===== src/rtl/dma_arb_pkg.sv =====
package dma_arb_pkg;

    parameter int unsigned ARB_CH = 4;

    typedef enum logic {
        BUS_CPU = 1'b0,
        BUS_DMA = 1'b1
    } owner_e;

    typedef struct packed {
        owner_e owner;
        logic   cpu_ok;
    } owner_st_t;

    function automatic logic any_set(input logic [ARB_CH-1:0] v);
        return |v;
    endfunction

endpackage


===== src/rtl/dma_req_window.sv =====
module dma_req_window #(
    parameter int unsigned NCH = 4
) (
    input  logic           clk,
    input  logic           rst,
    input  logic [NCH-1:0] req_i,
    input  logic           sample_i,
    input  logic [NCH-1:0] clr_i,
    output logic [NCH-1:0] pend_o
);
    logic [NCH-1:0] seen_q;
    logic [NCH-1:0] pend_q;
    logic [NCH-1:0] arrive;

    // everything seen since the last strobe, plus this cycle
    assign arrive = seen_q | req_i;

    always_ff @(posedge clk) begin
        if (rst) begin
            seen_q <= '0;
            pend_q <= '0;
        end else begin
            seen_q <= sample_i ? '0 : arrive;
            // a new sample wins over the clear of a granted channel
            pend_q <= (pend_q & ~clr_i) | (sample_i ? arrive : '0);
        end
    end

    assign pend_o = pend_q;
endmodule


===== src/rtl/dma_prio_pick.sv =====
module dma_prio_pick #(
    parameter int unsigned NCH = 4
) (
    input  logic [NCH-1:0] pend_i,
    output logic [NCH-1:0] pick_o
);
    logic [NCH:0] blocked;

    assign blocked[0] = 1'b0;

    generate
        for (genvar i = 0; i < NCH; i++) begin : g_chain
            assign pick_o[i]    = pend_i[i] & ~blocked[i];
            assign blocked[i+1] = blocked[i] | pend_i[i];
        end
    endgenerate
endmodule


===== src/rtl/dma_bus_owner.sv =====
module dma_bus_owner
    import dma_arb_pkg::*;
#(
    parameter int unsigned NCH = 4
) (
    input  logic           clk,
    input  logic           rst,
    input  logic [NCH-1:0] pick_i,
    input  logic           cpu_done_i,
    input  logic           xfer_done_i,
    output logic [NCH-1:0] clr_o,
    output logic [NCH-1:0] grant_o,
    output logic           cpu_owns_o
);
    owner_st_t      st_q;
    logic [NCH-1:0] grant_q;
    logic           eligible;

    assign eligible = (st_q.owner == BUS_CPU) && (st_q.cpu_ok || cpu_done_i)
                      && (|pick_i);
    assign clr_o    = eligible ? pick_i : '0;

    always_ff @(posedge clk) begin
        if (rst) begin
            st_q.owner  <= BUS_CPU;
            st_q.cpu_ok <= 1'b1;
            grant_q     <= '0;
        end else begin
            unique case (st_q.owner)
                BUS_CPU: begin
                    if (eligible) begin
                        st_q.owner  <= BUS_DMA;
                        st_q.cpu_ok <= 1'b0;
                        grant_q     <= pick_i;
                    end else if (cpu_done_i) begin
                        st_q.cpu_ok <= 1'b1;
                    end
                end
                BUS_DMA: begin
                    if (xfer_done_i) begin
                        st_q.owner  <= BUS_CPU;
                        st_q.cpu_ok <= 1'b0;
                        grant_q     <= '0;
                    end
                end
                default: st_q.owner <= BUS_CPU;
            endcase
        end
    end

    assign grant_o    = grant_q;
    assign cpu_owns_o = (st_q.owner == BUS_CPU);
endmodule


===== src/rtl/dma_prio_arb.sv =====
module dma_prio_arb
    import dma_arb_pkg::*;
#(
    parameter int unsigned NCH = ARB_CH
) (
    input  logic           clk,
    input  logic           rst,
    input  logic [NCH-1:0] req_i,
    input  logic           sample_i,
    input  logic           cpu_done_i,
    input  logic           xfer_done_i,
    output logic [NCH-1:0] grant_o,
    output logic           cpu_owns_o
);
    logic [NCH-1:0] pend;
    logic [NCH-1:0] pick;
    logic [NCH-1:0] clr;

    dma_req_window #(.NCH(NCH)) win_i (
        .clk(clk), .rst(rst), .req_i(req_i), .sample_i(sample_i),
        .clr_i(clr), .pend_o(pend)
    );

    dma_prio_pick #(.NCH(NCH)) pick_i (
        .pend_i(pend), .pick_o(pick)
    );

    dma_bus_owner #(.NCH(NCH)) own_i (
        .clk(clk), .rst(rst), .pick_i(pick), .cpu_done_i(cpu_done_i),
        .xfer_done_i(xfer_done_i), .clr_o(clr), .grant_o(grant_o),
        .cpu_owns_o(cpu_owns_o)
    );
endmodule


===== config.mk =====
export PLATFORM = sky130hd
export DESIGN_NAME = dma_prio_arb
export DESIGN_NICKNAME = d
export VERILOG_FILES = /design/src/rtl/dma_arb_pkg.sv /design/src/rtl/dma_req_window.sv /design/src/rtl/dma_prio_pick.sv /design/src/rtl/dma_bus_owner.sv /design/src/rtl/dma_prio_arb.sv
export SDC_FILE = /design/constraint.sdc
export NUM_CORES = 1
export LEC_CHECK = 0
export ABC_AREA = 1
export ABC_CLOCK_PERIOD_IN_PS = 900
export CORE_MARGIN = 2
export CORE_UTILIZATION = 41
export DETAILED_ROUTE_END_ITERATION = 8
export PLACE_DENSITY = 0.8
export SLEW_MARGIN = 30
export SYNTH_ARGS = -nofsm -noshare
export SYNTH_HDL_FRONTEND = slang
export SYNTH_SLANG_ARGS = --single-unit

===== constraint.sdc =====
create_clock -name clk -period 0.9 [get_ports clk]
set_input_delay 0.135 -clock clk [delete_from_list [all_inputs] [get_ports clk]]
set_output_delay 0.135 -clock clk [all_outputs]
set_load 0.03 [all_outputs]

Yosys cells after proc, flatten, opt, wreduce, memory -nomap -nowiden --
Index checks and enable logic that the tools add are counted.
Operators by class: equal/unequal tests 3, muxes and demuxes 10, bitwise logic cells 13, reductions and logical operators 7
Operator list (number):
- 4-bit 2-to-1 mux | 4
- 4-bit OR | 2
- 4-bit case mux with 2 select lines | 1
- 4-bit bitwise AND | 1
- 1-bit NOT | 4
- 4-bit NOT | 1
- 2-bit case mux with 2 select lines | 1
- 2-bit AND reduction | 2
- 4-bit OR reduction | 1
- 1-bit bitwise AND | 3
- 1-bit 2-to-1 mux | 3
- 3-bit by 2-bit inequality test with 1-bit output, second input constant | 1
- 1-bit logical AND | 2
- 2-bit 2-to-1 mux | 1
- 2-bit by 1-bit inequality test with 1-bit output, second input constant | 1
- 2-bit inequality test, second input constant | 1
- 1-bit OR | 2
- 2-bit OR reduction | 1
- 1-bit logical OR | 1
Storage, ports and cells: register bits 14, input port bits 9, output and inout bits 5, word-level logic and storage cells 38

Logic depth before layout (Yosys ltp) --
Gate-level depths: netlist of run 1.
word-level depth 10, mapped depth 5, gate-level depth less buffers 5

By module --
From an unflattened synthesis of run 1, not the netlist that was laid out.
Unflattened totals: cell total of the unflattened synthesis 78, area, all modules 568.0 um^2
By module, submodules not included:
- dma_req_window | times used 1, cells each 33, area an instance 269.0 um^2, seq. area each 160.2 um^2
- dma_bus_owner | times used 1, cells each 36, area an instance 261.5 um^2, seq. area each 120.1 um^2
- dma_prio_pick | times used 1, cells each 9, area an instance 37.5 um^2, seq. area each 0.0 um^2

Worst setup path before layout of run 1 --
OpenSTA, ideal clock, no wires.
path type register -> register, from register own_i.st_q[1] in the netlist's numbering, to register own_i.st_q[0] in the netlist's numbering, setup time 119 ps, arrival 811 ps, required time 781 ps, path slack -30 ps, stages on the path, launching flop included 6, buffers on the path 0, clock period less this slack 930 ps, cells stage by stage dfxtp_1 inv_2 nor2_1 inv_1 a21oi_1 o21bai_1
On the way: cells in the longest elaborated chain, start to end 5, elaborated cells on any way between the ends 8, those cells by class eq/ne: 2; mux: 2; bitwise: 1; reduce/logical: 3
RTL lines:
- from (decl) | RTL line dma_bus_owner.sv:15 | owner_st_t st_q;
- 1-bit NOT *
- named net cpu_owns_o | RTL line dma_prio_arb.sv:13 | output logic cpu_owns_o
- 1-bit logical AND | RTL line dma_bus_owner.sv:19 | assign eligible = (st_q.owner == BUS_CPU) && (st_q.cpu_ok || cpu_done_i)
- 1-bit logical AND | RTL line dma_bus_owner.sv:20 | && (|pick_i);
- 1-bit 2-to-1 mux or 3-bit by 2-bit inequality test with 1-bit output (tied branches)
- 2-bit case mux with 2 select lines or 2-bit AND reduction (tied branches)
Mark *: on every way through the listed nets, which the timed path passes. The rest lies on a longest branch. A chain may end at the register's enable or synchronous reset.

Worst setup path in the final report of run 1 --
from register win_i.pend_q[1], in the netlist win_i.pend_o[1], to register own_i.grant_q[3], in the netlist own_i.grant_o[3]
On the way: cells in the longest elaborated chain, start to end 8, elaborated cells on any way between the ends 13, those cells by class eq/ne: 1; mux: 2; bitwise: 7; reduce/logical: 3
RTL lines:
- from (decl) | RTL line dma_req_window.sv:12 | logic [NCH-1:0] pend_q;
- from (signal assigned) | RTL line dma_req_window.sv:25 | pend_q <= (pend_q & ~clr_i) | (sample_i ? arrive : '0);
- 1-bit OR (2 in series) | RTL line dma_prio_pick.sv:14 | assign blocked[i+1] = blocked[i] | pend_i[i];
- 1-bit NOT | RTL line dma_prio_pick.sv:13 | assign pick_o[i] = pend_i[i] & ~blocked[i];
- 1-bit bitwise AND | RTL line dma_prio_pick.sv:13
- 4-bit OR reduction | RTL line dma_bus_owner.sv:20
- 1-bit logical AND | RTL line dma_bus_owner.sv:20
- 2-bit by 1-bit inequality test with 1-bit output (no line)
- 2-bit AND reduction (no line)
- to (signal assigned) | RTL line dma_bus_owner.sv:34 | grant_q <= pick_i;
- to (decl) | RTL line dma_bus_owner.sv:16 | logic [NCH-1:0] grant_q;
Several ways; a longest one is shown, not always the timed one. The select of a mux whose other input is x is not followed.

==> results of run 1 <==
[worst min-delay path by stage]
stage,start,end,slack [ps]
6_report,cpu_done_i,own_i.st_q[0],390
2_1_floorplan,req_i[0],win_i.seen_q[0],270
3_3_place_gp,win_i.pend_o[2],win_i.pend_o[2],450
5_1_grt,cpu_done_i,own_i.st_q[0],390
4_1_cts,cpu_done_i,own_i.st_q[0],290
3_5_place_dp,win_i.pend_o[2],win_i.pend_o[2],460
[synthesized netlist by cell type, drive strengths merged]
cell / number
nor3: 1
nand3b: 1
or2: 1
dfxtp: 14
nand3: 7
a21oi: 10
o21ai: 5
nor2: 13
nand2: 8
bufinv: 1
dlygate4sd1: 1
o21bai: 1
inv: 4
[power groups by stage]
stage               logic [mW]  registers [mW]  clock network (mW)
finish                   0.376           0.726               0.455
global route             0.407           0.734               0.501
CTS                      0.352           0.723               0.470
detailed placement       0.321           0.723                   0
global placement         0.314           0.720                   0
floorplan                0.196           0.739                   0
[critical path, cell delays in order (launching register included)]
cell	delay [ps]
dfxtp_2	350
nor2_4	130
nand2_1	100
nor2_1	90
nand3_1	110
a21oi_2	170
[flip-flops by register name, indices dropped and copies added, names as in the netlist]
register / cells
win_i.seen_q: 4
own_i.grant_o: 4
own_i.st_q: 2
win_i.pend_o: 4
[cell type report]
class / instances / area (µm²) / share of cell area
clock buffer: 4 / 36.3 / 0.0438
sequential: 14 / 294 / 0.355
inverter: 5 / 26.3 / 0.0317
timing repair buffer: 18 / 173 / 0.208
tap: 15 / 18.8 / 0.0227
multi-input combinational: 47 / 280 / 0.338
[kinds of logic after synthesis]
kind of cell	after synthesis
simple gates	31
buf+inv	6
flops	14
compound gates	16
[layer usage]
metal	vias up	part of all wire	GRT usage	routed length, µm
met4	0	0	0.0516	0
met5	-	0	0	0
li1	266	-	-	-
met3	0	0.074	0.0870	86
met1	221	0.40	0.149	461
met2	16	0.53	0.259	612
[what timing repair did]
action / in CTS / in global routing
endpoints found under the setup margin: 15 / 15
setup buffers: 2 / 1
pin swaps: 1 / 0
endpoints found under the hold margin: 0 / 0
resized for setup: 20 / 4
==> flow_metrics.py, run 1 <==
metrics = {
    "worst_setup_path": {
        "reg2reg_depth": 5,
        "rr_startpoint": "win_i.pend_o[1]",
        "cp-endpoint": "own_i.grant_o[3]",
        "critPathKind": "register to register",
        "rrSetupSlack_ps": -120,
        "cp-start-kind": "register",
        "cp.arrival_ps": 1230,
        "startpoint": "win_i.pend_o[1]",
        "cp_max_fo": 3,
        "timing.rr.end": "own_i.grant_o[3]",
        "end_kind": "register",
        "crit_required_ps": 1110,
    },
    "place": {
        "dp_slack_ps": -333,
        "port_buffers": 13,
        "placedCellCount": 96,
        "dpl.hpwl_um": 744,
        "placed_area_um2": 718,
        "place_congestion": 0.773,
    },
    "floorplan": {
        "fp-row-count": 13,
        "fp.dieH_um": 41.4,
        "start_util": 0.441,
        "io_pins": 14,
        "core_area_um2": 1300,
        "die_w_um": 41.4,
        "dieArea_um2": 1720,
    },
    "logic_synthesis": {
        "synth_top_family_by_area": "simple AND/OR/NAND/NOR gates",
        "synth_xor_area_frac": 0,
        "syn_nets": 76,
        "synthesis.area_um2": 574,
        "synth-seq-cells": 14,
        "synth_cells": 67,
        "synth_area_leaders": "dfxtp_1 49%, a21oi_1 8.7%, nor2_1 6.5%",
        "synth-compound-area-share": 0.144,
        "muxShareOfSynthArea": 0,
        "synth-simple-area-share": 0.296,
        "yosys.cell_types.count": 19,
        "synth-seq-area-share": 0.488,
        "synth_area_per_cell_um2": 8.57,
        "yosysTopAreaCell": "dfxtp_1",
        "synth_top_area_share": 0.488,
        "synth_fa_ha_area_frac": 0,
        "yosysWarnings": 0,
    },
    "outcome": {
        "failed_checks": "setup timing",
        "status": "finished with violations",
    },
    "final_layout": {
        "post-route-util": 0.637,
        "final_cell_count_no_fill": 103,
        "final_cell_mix": "10 x nor2_1, 8 x dfxtp_2, 7 x a21oi_1, 7 x clkdlybuf4s50_1, 6 x nand2_1",
        "antenna_cells": 0,
        "final_common_cell": "nor2_1",
        "drive_above_1_share": 0.432,
        "design_area_um2": 828,
        "nFillCells": 133,
        "syn2layout_area_growth_pct": 44.2,
        "nets": 98,
    },
    "power_and_ir_drop": {
        "total_leakage_power_nw": 0.334,
        "irDropWorstVdd_v": 0.00108,
        "p_seq_frac": 0.466,
        "power_density_nw_per_um2": 1880,
        "p_clk_frac": 0.292,
        "p_sw_frac": 0.296,
        "p_comb_frac": 0.242,
        "internal_power_mw": 1.10,
        "fin_total_pwr_mw": 1.56,
        "switchingPower_uw": 461,
    },
    "clock_tree": {
        "cts_root_buf": "clkbuf_4",
        "clk_pin_slew_ps": 90,
        "holdBufCountCts": 0,
        "cts.sinks": 14,
        "htreeDepth": 1,
        "clockBufferDepth": 2,
        "cts-buffers-inserted": 3,
        "cts_tree": "yes",
        "clk_latency_ps": 280,
    },
    "timing": {
        "finalHoldViolCount": 0,
        "rsz0062_at_grt": "yes",
        "hold_ws_ps": 391,
        "finalSetupTns_ps": -706,
        "finalClockSkew_ps": 0.979,
        "layout_min_cycle_time_ps": 1020,
        "relSlewSlack": 0.848,
        "fin_ws_ps": -121,
        "drv_slew": 0,
        "period_share": 1.13,
        "worst_slew_pin_slew_ps": 226,
        "final-setup-viol-count": 10,
        "fmax_ghz": 0.979,
    },
    "global_route": {
        "grt_max_degree": 11,
        "grt_pass1_vias": 516,
        "antenna_found_initial": 0,
        "grt_pass1_wl_mm": 1.99,
        "grt_usage": 0.150,
        "overflow": 0,
    },
    "worst_hold_path": {
        "hold_path.class": "input port to register",
        "min_path_cells": 3,
    },
    "route": {
        "drtIter0Drc": 5,
        "wl_per_cell_um": 11.3,
        "via_per_inst": 4.88,
        "antenna_left": 0,
        "num_vias": 503,
        "first_pass_iters": 4,
        "wirelength_mm": 1.16,
        "drcViolationCount": 0,
    },
    "run": {
        "drv_cap": 0,
    },
}
Note: power is estimated with default switching activity, not from simulation.
==> run 2, diff against run 1 <==
--- a/config.mk
+++ b/config.mk
@@ -7,7 +7,6 @@
 export LEC_CHECK = 0
 export ABC_AREA = 1
 export ABC_CLOCK_PERIOD_IN_PS = 900
-export CORE_MARGIN = 2
 export CORE_UTILIZATION = 41
 export DETAILED_ROUTE_END_ITERATION = 8
 export PLACE_DENSITY = 0.8
==> constraint.sdc (replaced) <==
create_clock -name clk -period 0.9 [get_ports clk]
set_input_delay 0.18 -clock clk [delete_from_list [all_inputs] [get_ports clk]]
set_output_delay 0.18 -clock clk [all_outputs]
set_load 0.03 [all_outputs]
==> run 2 against run 1 <==
Against the previous run: the flow still finishes with violations (setup timing); fmax up 2.6%; register-to-register slack better by 50 ps; utilization down 0.48 points; flip-flop and latch count unchanged; cell area down 0.76%; cell count down 1.9%; combinational power down 2%; highest routed layer is now met4; largest power group unchanged; sequential share of layout area up 0.73 points; die area down 9.4%.
==> flow_metrics.py, run 2 (synthesized netlist as in run 1, its figures left out) <==
metrics = {
    "outcome": {
        "status": "finished with violations",
        "failed_checks": "setup timing",
    },
    "timing": {
        "finalClockSkew_ps": 6.62,
        "drv_slew": 0,
        "fmax_ghz": 1.00,
        "relSlewSlack": 0.861,
        "fin_ws_ps": -95.4,
        "period_share": 1.11,
        "layout_min_cycle_time_ps": 995,
        "hold_ws_ps": 359,
        "worst_slew_pin_slew_ps": 207,
        "finalHoldViolCount": 0,
        "final-setup-viol-count": 13,
        "rsz0062_at_grt": "yes",
        "finalSetupTns_ps": -540,
    },
    "place": {
        "dpl.hpwl_um": 744,
        "placedCellCount": 96,
        "place_congestion": 0.709,
        "port_buffers": 13,
        "dp_slack_ps": -383,
        "placed_area_um2": 718,
    },
    "power_and_ir_drop": {
        "total_leakage_power_nw": 0.326,
        "fin_total_pwr_mw": 1.43,
        "irDropWorstVdd_v": 0.000874,
        "power_density_nw_per_um2": 1730,
    },
    "floorplan": {
        "io_pins": 14,
        "die_w_um": 39.4,
        "core_area_um2": 1300,
        "fp.dieH_um": 39.4,
        "dieArea_um2": 1550,
        "start_util": 0.441,
        "fp-row-count": 13,
    },
    "clock_tree": {
        "clockBufferDepth": 2,
        "cts_tree": "yes",
        "cts-buffers-inserted": 3,
        "cts_root_buf": "clkbuf_4",
        "cts.sinks": 14,
        "htreeDepth": 1,
        "clk_pin_slew_ps": 70,
        "clk_latency_ps": 270,
    },
    "worst_setup_path": {
        "cp-start-kind": "register",
        "crit_required_ps": 720,
        "critPathKind": "register to output pin",
        "cp_max_fo": 3,
        "end_kind": "output pin",
        "cp.arrival_ps": 820,
    },
    "route": {
        "drcViolationCount": 0,
        "drtIter0Drc": 11,
        "antenna_left": 0,
        "num_vias": 497,
        "wirelength_mm": 1.08,
        "via_per_inst": 4.92,
        "first_pass_iters": 4,
        "wl_per_cell_um": 10.7,
    },
    "run": {
        "drv_cap": 0,
    },
    "final_layout": {
        "final_cell_count_no_fill": 101,
        "antenna_cells": 0,
        "design_area_um2": 822,
        "final_common_cell": "nor2_1",
        "syn2layout_area_growth_pct": 43.1,
        "nFillCells": 129,
        "final_cell_mix": "10 x nor2_1, 8 x dfxtp_2, 7 x clkdlybuf4s50_1",
        "drive_above_1_share": 0.488,
        "nets": 97,
        "post-route-util": 0.632,
    },
    "global_route": {
        "grt_usage": 0.180,
        "grt_pass1_vias": 438,
        "antenna_found_initial": 0,
        "grt_pass1_wl_mm": 1.81,
        "grt_max_degree": 11,
        "overflow": 0,
    },
    "worst_hold_path": {
        "hold_path.class": "input port to register",
    },
}
-- run 2: area by class of cell --
| class | count | area [µm²] | area share |
|---|---|---|---|
| sequential | 14 | 298 | 0.362 |
| multi-input combinational | 47 | 292 | 0.355 |
| timing repair buffer | 17 | 165 | 0.201 |
| inverter | 5 | 26.3 | 0.0320 |
| clock buffer | 3 | 22.5 | 0.0274 |
| tap | 15 | 18.8 | 0.0228 |
-- run 2: worst max-delay path, stage by stage (launching register included) --
cell	delay [ps]
dfxtp_4	380
inv_2	50
buf_6	130
-- run 2: timing repair --
action,in CTS,in global routing
pin swaps,6,4
endpoints found under the setup margin,15,15
setup buffers,2,0
gates resized for setup,23,7
hold buffers,0,0
-- run 2: path summary, 6_finish.rpt --
kind                   start          endpoint  slack [ps]  cells after the start
max reg2reg  win_i.pend_o[1]  own_i.grant_o[1]         -70                      5
min reg2reg  win_i.seen_q[2]   win_i.seen_q[2]         470                      2
min               cpu_done_i     own_i.st_q[0]         360                      3
max            own_i.st_q[1]        cpu_owns_o        -100                      2
-- run 2: report_power, final --
group	switching (mW)	internal (mW)	leakage, nW	total [mW]
Combinational	0.203	0.164	0.193	0.367
Sequential	0.0490	0.677	0.119	0.726
Clock	0.178	0.155	0.0138	0.333
Total	0.430	0.995	0.326	1.43
-- run 2: metal layers --
metal  part of all wire  vias to the layer above  global-route usage
met1               0.41                      217               0.209
met5                  0                        -                   0
met4             0.0083                        0              0.0776
met3              0.039                        2              0.0511
met2               0.54                       16               0.303
li1                   -                      262                   -
==> run 3, diff against run 2 <==
--- a/config.mk
+++ b/config.mk
@@ -9,6 +9,7 @@
 export ABC_CLOCK_PERIOD_IN_PS = 900
 export CORE_UTILIZATION = 41
 export DETAILED_ROUTE_END_ITERATION = 8
+export HOLD_SLACK_MARGIN = 0.12
 export PLACE_DENSITY = 0.8
 export SLEW_MARGIN = 30
 export SYNTH_ARGS = -nofsm -noshare
==> results of run 3 <==
The final DEF is identical to that of run 2; final timing and power are the same.
